**config.mk**
```make
export PLATFORM = sky130hd
export DESIGN_NAME = bank_mem_unit
export DESIGN_NICKNAME = d
export VERILOG_FILES = /design/src/rtl/bmu_pkg.sv /design/src/rtl/bmu_resolve.sv /design/src/rtl/bmu_sfr.sv /design/src/rtl/bmu_gpr.sv /design/src/rtl/bank_mem_unit.sv
export SDC_FILE = /design/constraint.sdc
export NUM_CORES = 2
export LEC_CHECK = 0
export ABC_AREA = 1
export CORE_MARGIN = 4
export CORE_UTILIZATION = 25
export DETAILED_ROUTE_END_ITERATION = 12
export MAX_ROUTING_LAYER = met4
export PLACE_DENSITY = 0.35
export SLEW_MARGIN = 20
export SYNTH_ARGS = -nofsm -noshare
export SYNTH_HDL_FRONTEND = slang
export SYNTH_SLANG_ARGS = --single-unit
export TNS_END_PERCENT = 100
```
**constraint.sdc**
```tcl
create_clock -name clk -period 4.6 [get_ports clk]
set_clock_uncertainty 0.05 [all_clocks]
set_input_delay 0.46 -clock clk [delete_from_list [all_inputs] [get_ports clk]]
set_output_delay 0.46 -clock clk [all_outputs]
set_load 0.005 [all_outputs]
```
**src/rtl/bmu_pkg.sv**
```systemverilog
package bmu_pkg;
    localparam int DW     = 8;
    localparam int NBANK  = 4;
    localparam int IRP_B  = 7;
    localparam int RP1_B  = 6;
    localparam int RP0_B  = 5;
    localparam logic [6:0] OFF_INDIRECT = 7'h00;
    localparam logic [6:0] OFF_STATUS   = 7'h03;
    localparam logic [6:0] OFF_POINTER  = 7'h04;

    typedef enum logic [2:0] {
        RG_NULL, RG_STATUS, RG_PTR, RG_EXT, RG_GPR, RG_COMMON
    } region_e;

    typedef struct packed {
        logic [DW-1:0] status;
        logic [DW-1:0] ptr;
    } sfr_t;

    function automatic logic ext_mirrored(input logic [6:0] off);
        return (off == 7'h02) || (off == 7'h0A) || (off == 7'h0B);
    endfunction
endpackage

```
**src/rtl/bmu_resolve.sv**
```systemverilog
module bmu_resolve
    import bmu_pkg::*;
#(
    parameter int unsigned OFF_W       = 7,
    parameter int unsigned GPR_BASE    = 32,
    parameter int unsigned COMMON_BASE = 112
) (
    input  logic [OFF_W-1:0] op_addr,
    input  logic [DW-1:0]    status,
    input  logic [DW-1:0]    ptr,
    output region_e          region,
    output logic [1:0]       bank,
    output logic [OFF_W-1:0] off,
    output logic [1:0]       ext_bank
);
    localparam logic [OFF_W-1:0] GB = OFF_W'(GPR_BASE);
    localparam logic [OFF_W-1:0] CB = OFF_W'(COMMON_BASE);

    logic indirect;

    always_comb begin
        indirect = (op_addr == OFF_INDIRECT);
        if (indirect) begin
            bank = {status[IRP_B], ptr[DW-1]};
            off  = ptr[OFF_W-1:0];
        end else begin
            bank = {status[RP1_B], status[RP0_B]};
            off  = op_addr;
        end

        if (indirect && off == OFF_INDIRECT) region = RG_NULL;
        else if (off >= CB)                  region = RG_COMMON;
        else if (off >= GB)                  region = RG_GPR;
        else if (off == OFF_STATUS)          region = RG_STATUS;
        else if (off == OFF_POINTER)         region = RG_PTR;
        else                                 region = RG_EXT;

        ext_bank = ext_mirrored(off) ? 2'b00 : bank;
    end
endmodule

```
**src/rtl/bmu_sfr.sv**
```systemverilog
module bmu_sfr
    import bmu_pkg::*;
(
    input  logic          clk,
    input  logic          rst_n,
    input  logic          we_status,
    input  logic          we_ptr,
    input  logic [DW-1:0] wdata,
    output logic [DW-1:0] status_q,
    output logic [DW-1:0] ptr_q
);
    sfr_t sfr_d, sfr_q;

    always_comb begin
        sfr_d = sfr_q;
        if (we_status) sfr_d.status = wdata;
        if (we_ptr)    sfr_d.ptr    = wdata;
    end

    always_ff @(posedge clk) begin
        if (!rst_n) sfr_q <= '0;
        else        sfr_q <= sfr_d;
    end

    assign status_q = sfr_q.status;
    assign ptr_q    = sfr_q.ptr;
endmodule

```
**src/rtl/bmu_gpr.sv**
```systemverilog
module bmu_gpr
    import bmu_pkg::*;
#(
    parameter int unsigned OFF_W       = 7,
    parameter int unsigned GPR_BASE    = 32,
    parameter int unsigned COMMON_BASE = 112
) (
    input  logic             clk,
    input  logic             we_gpr,
    input  logic             we_com,
    input  logic [1:0]       bank,
    input  logic [OFF_W-1:0] off,
    input  logic [DW-1:0]    wdata,
    output logic [DW-1:0]    rd_gpr,
    output logic [DW-1:0]    rd_com
);
    localparam int BANK_GPR = COMMON_BASE - GPR_BASE;
    localparam int GPR_N    = NBANK * BANK_GPR;
    localparam int COM_N    = (1 << OFF_W) - COMMON_BASE;
    localparam int GI_W     = $clog2(GPR_N);
    localparam int CI_W     = $clog2(COM_N);
    localparam logic [OFF_W-1:0] GB = OFF_W'(GPR_BASE);
    localparam logic [OFF_W-1:0] CB = OFF_W'(COMMON_BASE);

    logic [DW-1:0]   gpr_mem [GPR_N];
    logic [DW-1:0]   com_mem [COM_N];
    logic [GI_W-1:0] gidx;
    logic [CI_W-1:0] cidx;

    always_comb begin
        gidx   = GI_W'(bank) * GI_W'(BANK_GPR) + GI_W'(off - GB);
        cidx   = CI_W'(off - CB);
        rd_gpr = gpr_mem[gidx];
        rd_com = com_mem[cidx];
    end

    always_ff @(posedge clk) begin
        if (we_gpr) gpr_mem[gidx] <= wdata;
        if (we_com) com_mem[cidx] <= wdata;
    end
endmodule

```
**src/rtl/bank_mem_unit.sv**
```systemverilog
module bank_mem_unit
    import bmu_pkg::*;
#(
    parameter int unsigned OFF_W       = 7,
    parameter int unsigned GPR_BASE    = 32,
    parameter int unsigned COMMON_BASE = 112
) (
    input  logic             clk,
    input  logic             rst_n,
    input  logic [OFF_W-1:0] op_addr,
    input  logic             wr_en,
    input  logic [DW-1:0]    wr_data,
    output logic [DW-1:0]    rd_data,
    output logic             ext_sel,
    output logic             ext_wr_en,
    output logic [OFF_W-1:0] ext_addr,
    output logic [1:0]       ext_bank,
    output logic [DW-1:0]    ext_wr_data,
    input  logic [DW-1:0]    ext_rd_data
);
    logic [DW-1:0]    status_q, ptr_q, rd_gpr, rd_com;
    region_e          region;
    logic [1:0]       bank, eff_ext_bank;
    logic [OFF_W-1:0] off;

    bmu_resolve #(.OFF_W(OFF_W), .GPR_BASE(GPR_BASE), .COMMON_BASE(COMMON_BASE)) u_res (
        .op_addr(op_addr), .status(status_q), .ptr(ptr_q),
        .region(region), .bank(bank), .off(off), .ext_bank(eff_ext_bank)
    );

    bmu_sfr u_sfr (
        .clk(clk), .rst_n(rst_n),
        .we_status(wr_en && region == RG_STATUS),
        .we_ptr(wr_en && region == RG_PTR),
        .wdata(wr_data), .status_q(status_q), .ptr_q(ptr_q)
    );

    bmu_gpr #(.OFF_W(OFF_W), .GPR_BASE(GPR_BASE), .COMMON_BASE(COMMON_BASE)) u_gpr (
        .clk(clk),
        .we_gpr(wr_en && region == RG_GPR),
        .we_com(wr_en && region == RG_COMMON),
        .bank(bank), .off(off), .wdata(wr_data),
        .rd_gpr(rd_gpr), .rd_com(rd_com)
    );

    always_comb begin
        unique case (region)
            RG_STATUS: rd_data = status_q;
            RG_PTR:    rd_data = ptr_q;
            RG_EXT:    rd_data = ext_rd_data;
            RG_GPR:    rd_data = rd_gpr;
            RG_COMMON: rd_data = rd_com;
            default:   rd_data = '0;
        endcase
    end

    assign ext_sel     = (region == RG_EXT);
    assign ext_wr_en   = ext_sel && wr_en;
    assign ext_addr    = off;
    assign ext_bank    = eff_ext_bank;
    assign ext_wr_data = wr_data;
endmodule

```
Word level (Yosys, flattened, before mapping)
Memories as Yosys holds them, arrays and structs flattened.
Cells that the tools add are included.
Operators by class
  add/subtract/negate cells: 3
  multipliers: 1
  magnitude comparators: 2
  eq/ne operators: 10
  muxes and demuxes: 13
  reductions and logical operators: 10
Operator list (number)
  8-bit case mux with 5 select lines: 1
  7-bit by 2-bit == test with 1-bit output, second input constant: 2
  7-bit by 4-bit == test with 1-bit output, second input constant: 2
  7-bit zero test: 2
  3-bit two-way mux: 4
  9-bit adder: 1
  7-bit by 6-bit subtractor with 8-bit output, second input constant: 1
  7-bit by 3-bit == test with 1-bit output, second input constant: 1
  7-bit by 6-bit greater-or-equal comparator with 1-bit output, second input constant: 1
  7-bit greater-or-equal comparator, second input constant: 1
  7-bit two-way mux: 1
  3-bit by 2-bit == test with 1-bit output, second input constant: 2
  3-bit == test, second input constant: 2
  1-bit logical AND: 6
  2-bit by 3-bit multiplier with 5-bit output, second input constant: 1
  1-bit two-way mux: 5
  2-bit two-way mux: 2
  4-bit by 1-bit subtractor with 4-bit output, second input constant: 1
  3-bit by 1-bit == test with 1-bit output, second input constant: 1
  1-bit logical OR: 2
Word-level totals
  bits in registers: 16
  memory bits (writable): 2688
  bits of input ports: 26
  logic and storage cells: 43
  memories kept: 2
Memory list
  u_gpr.gpr_mem: depth 320, width 8, rd ports 1, clocked after memory_dff 0, wr ports 1, line bmu_gpr.sv:25  | logic [DW-1:0] gpr_mem [GPR_N];
  u_gpr.com_mem: depth 16, width 8, rd ports 1, clocked after memory_dff 0, wr ports 1, line bmu_gpr.sv:26  | logic [DW-1:0] com_mem [COM_N];

Depth between registers and ports, before layout
  depth after elaboration: 12
  mapped depth: 25

Modules after synthesis
From an unflattened synthesis, not the netlist that was laid out.
Unflattened totals
  cells, all modules: 9327
  area, all modules: 108879.4 µm²
Modules (own cells, without submodules)
  bmu_gpr: instances 1, cells each 9053, area an instance 107330.4 µm²
  bmu_sfr: instances 1, cells each 94, area an instance 675.6 µm²
  bank_mem_unit: instances 1, cells each 116, area an instance 543.0 µm²
  bmu_resolve: instances 1, cells each 64, area an instance 330.3 µm²

Least setup slack after synthesis
No wires, ideal clock.
  path kind: input -> register
  start point: in op_addr[0]
  end point: mem u_gpr.gpr_mem[304][0] (enable)
  library setup time: 370 ps
  arrival time: 3279 ps
  data required time: 4180 ps
  slack: 900 ps
  stages: 15
  buffers on the path: 4
  path through: nor2_1 -> nand2_1 -> nor2_4 -> buf_6 -> a21oi_1 -> inv_1 -> ha_1 -> ha_1 -> nand2_1 -> inv_1 -> clkbuf_1 -> buf_1 -> nand2_1 -> buf_2 -> nor2_1
Between the ends
  cells in the longest elaborated chain, start to end: 12
Ends and longest elaborated chain
  start, declared: line bank_mem_unit.sv:10  | input logic [OFF_W-1:0] op_addr,
  7-bit zero test (*): line bmu_resolve.sv:22  | indirect = (op_addr == OFF_INDIRECT);
  7-bit two-way mux (*): line bmu_resolve.sv:23  | if (indirect) begin
  net ext_addr[4]: line bank_mem_unit.sv:16  | output logic [OFF_W-1:0] ext_addr,
  branches (longest 10 deep; another with 7-bit by 6-bit greater-or-equal comparator with 1-bit output)
  end, declared: line bmu_gpr.sv:25
Mark *: on every way through the listed nets, which the timed path passes.

Final worst setup path
  start point: reg u_sfr.sfr_q (netlist bit u_sfr.ptr_q[0])
  end point: out rd_data[1]
Between the ends
  cells in the longest elaborated chain, start to end: 9
Ends and longest elaborated chain
  start, declared: line bmu_sfr.sv:12  | sfr_t sfr_d, sfr_q;
  start signal, assigned: line bmu_sfr.sv:22  | else sfr_q <= sfr_d;
  7-bit two-way mux (*): line bmu_resolve.sv:23
  branches (longest 7 deep; another with 9-bit adder)
  8-bit case mux with 5 select lines (*): line bank_mem_unit.sv:47  | unique case (region)
  end, declared: line bank_mem_unit.sv:13  | output logic [DW-1:0] rd_data,
Mark *: on every way between the ends.

==> impl_metrics.yaml <==
status:
  status: "finished, final reports clean"
yosys:
  ys_seq_elements: 2704
  synthCells: 10100
  yosys_warnings: 0
  synth.area.top_cells: "edfxtp_1, nand2_1, nor2_1, o21ai_0, inv_1"
  synth_top_area_share_pct: 72.2
  yosysSeqAreaShare_pct: 72.5
  synth_ff_type: "edfxtp_1"
  yosysMostFrequentCell: "edfxtp_1"
  syn_nets: 10200
  synth.cell_area_um2: 112000
  synth_top_area_cell: "edfxtp_1"
  yosysUniqueCellTypes: 44
  async_flop_share_pct: 0
  synth_commonest_cells: "edfxtp_1, nand2_1, nor2_1, inv_1, o21ai_0"
  synth-edff-count: 2688
  syn_avg_cell_area_um2: 11.0
timing:
  drv_slew: 0
  hold_viol: 0
  maxSlewHeadroom_pct: 30.0
  layout_min_cycle_time_ps: 4580
  whs_ps: 386
  setup_viol: 0
  rsz0062_at_grt: "true"
  tightest_slew_ps: 1050
  setup_tns_ps: 0
  fmax_mhz: 218
  period_share_pct: 99.6
placed_design:
  place_inst: 16900
  gp_congestion: 0.875
  dpl_cell_area_um2: 131000
  port_buffers: 52
  place_hpwl_um: 295000
clock_network:
  cts_root_buf: "clkbuf_16"
  path_clk_slew_ps: 50
  h-tree-depth: 5
  cts_buffers: 324
  cts_tree: "done"
  cts_sinks: 2704
  clkLatencyLatePin_ps: 940
  cts_buffer_depth: 4
worst_setup_path:
  crit_fanout: 6
  path_class: "register to output port"
  critPathArrivalTime_ps: 4070
  reg2reg_depth: 21
  crit_chain: "nand2_4 -> nand2_8 -> buf_12 -> nand2_8 -> buf_6 -> buf_16 -> buf_12 -> buf_12 -> nor2_1 -> nor2_1 -> nand2_2 -> nand2_1 -> nand4_1 -> buf_4 -> nand2_2 -> nand2_2 -> nor2_2 -> nand2_1 -> nand3_2 -> nand3_2 -> buf_6 -> nand2_2 -> buf_2"
  worstSetupEndpointType: "output port"
  rr_endpoint: "u_gpr.gpr_mem[231][7]"
  cp_common_cell: "nand2_2"
  cp-endpoint: "rd_data[1]"
  crit_start: "u_sfr.ptr_q[0]"
  worstSetupStartpointType: "register"
  critical_path.max_stage_delay_ps: 330
  r2r-start: "u_sfr.ptr_q[0]"
  required_ps: 4090
  critPathSlowestCell: "dfxtp_2"
  reg2reg_slack_ps: 450
final_layout:
  fill_cells: 45100
  seq_area_um2: 81000
  syn2layout_area_growth_pct: 30.7
  multi_input_comb_area_um2: 27800
  final_nets: 11500
  drive_above_1_share_pct: 21.6
  final_area_um2: 146000
  instances_no_fill: 17700
pwr:
  p_clk_share_pct: 44.1
  p_comb_share_pct: 9.0
  powerDensity_nw_per_um2: 395
  ir_drop_mv: 0.283
  swShare_pct: 24.5
  pwr-share-seq_pct: 46.9
  power_leakage_nw: 56.3
  fin_total_pwr_mw: 57.8
  switchingPower_mw: 14.2
  internal-power_mw: 43.6
global_route:
  grt_start_max_net_pins: 123
  grt_antenna_before_repair: 26
  grt_pass1_wl_um: 638000
  grtUsageTotal_pct: 20.2
  grt-ovfl-total: 0
  first_global_vias: 78800
floorplanning:
  die_h_um: 677
  rows: 245
  dieArea_um2: 458000
  num_io_pins: 53
  coreArea_um2: 445000
  start_util_pct: 25.1
  dieWidth_um: 677
route:
  remaining_drc_errors: 0
  via_count: 79100
  drt_pass1_iterations: 6
  wl_per_cell_um: 26.2
  ant_nets: 0
  drtIter0Drc: 6695
  viasPerCell: 4.47
  routed_wl_um: 462000
job:
  maxCapViolCount: 0
min_path:
  hp-class: "input port to register"
-- what timing repair did --
item | in CTS | in global routing
hold buffers | 8 | 0
buffers inserted | 169 | 35
setup endpoints to repair | 13 | 9
gates resized for setup | 611 | 179
hold endpoints to repair | 251 | 0
pin swaps | 177 | 144
cloned | 27 | 4
-- critical path, delay by kind of cell (launching register included) --
| family | cells | cell delay, ps |
|---|---|---|
| flip-flops | 1 | 330 |
| buffers and inverters | 8 | 1240 |
| AND/OR/NAND/NOR | 15 | 1500 |
-- through the flow --
step                      utilization (%)  setup WS [ps]
after floorplan                         -            900
after global placement               29.3          -1930
after detailed placement             29.3          -1720
after CTS                            32.6           -116
after global routing                 32.8          -77.7
final                                32.8           17.8
-- power by group through the flow --
stage,registers [mW],clock network (mW),logic [mW]
after floorplan,27.6,0,1.56
after global routing,27.1,27.1,5.49
after detailed placement,27.6,0,4.61
after CTS,27.1,26.1,5.17
after global placement,27.6,0,4.63
final,27.1,25.5,5.19
-- cell type report --
class	instances	area share, %
well taps	5928	5.08
multi-input cells	6205	19.0
clock inverters	183	1.19
inverters	710	1.86
flip-flops and latches	2704	55.5
repair buffers	1554	11.5
diodes	3	0.00514
clock buffers	389	5.85
-- placed cells by master (no fill, tap or decap), types with 53 or more instances in the layout --
cell type  netlist  layout
buf_12           0     279
buf_4           15    1064
buf_6            1      87
clkbuf_1       179      56
clkbuf_16        0     337
clkinv_1         0      81
edfxtp_1      2688    2688
inv_1          696     684
nand2_1       2670    2450
nand2_2         23     179
nand2_4          0      53
nand3_1        368     302
nand3_2          2      53
nand4_1         79      79
nor2_1        2132    2058
nor2_2           5      56
o21ai_0        569     515
o21ai_1         24      54
o22ai_1         67      67
or2_2          121     121
-- worst min path at each step --
stage,cells past startpoint,endpoint,slack [ps],from
floorplan,2,u_sfr.status_q[0],390,u_sfr.status_q[0]
global placement,2,u_sfr.status_q[1],400,u_sfr.status_q[1]
detailed placement,2,u_sfr.status_q[4],410,u_sfr.status_q[4]
CTS,3,u_sfr.ptr_q[0],270,rst_n
global route,3,u_sfr.ptr_q[7],320,rst_n
finish,3,u_sfr.ptr_q[0],390,rst_n
-- registers in the layout, summed over array words and instances, names as in the netlist --
name and cells:
u_gpr.com_mem 128, u_sfr.status_q 8, u_gpr.gpr_mem 2560, u_sfr.ptr_q 8
-- cells by family (layout without fill, tap and decap cells) --
family / Yosys count / in the layout / share of synthesized area (%)
and+or+nand+nor: 5463 / 5464 / 19.4
DFF: 2704 / 2704 / 72.5
buffers and inverters: 1237 / 2836 / 4.51
AOI/OAI and AO/OA: 734 / 734 / 3.46
adders and majority gates: 5 / 5 / 0.0560
xor gates and xnor gates: 2 / 2 / 0.0492
other: 0 / 3 / 0
-- per-layer routing --
metal / vias to the layer above / GRT usage [%] / wire length, um
met3: 572 / 1.94 / 18500
met2: 1906 / 33.3 / 223000
li1: 36500 / - / -
met4: 0 / 4.73 / 12100
met5: - / - / 0
met1: 40100 / 26.7 / 208000
Power figures use the tool's default switching activity.
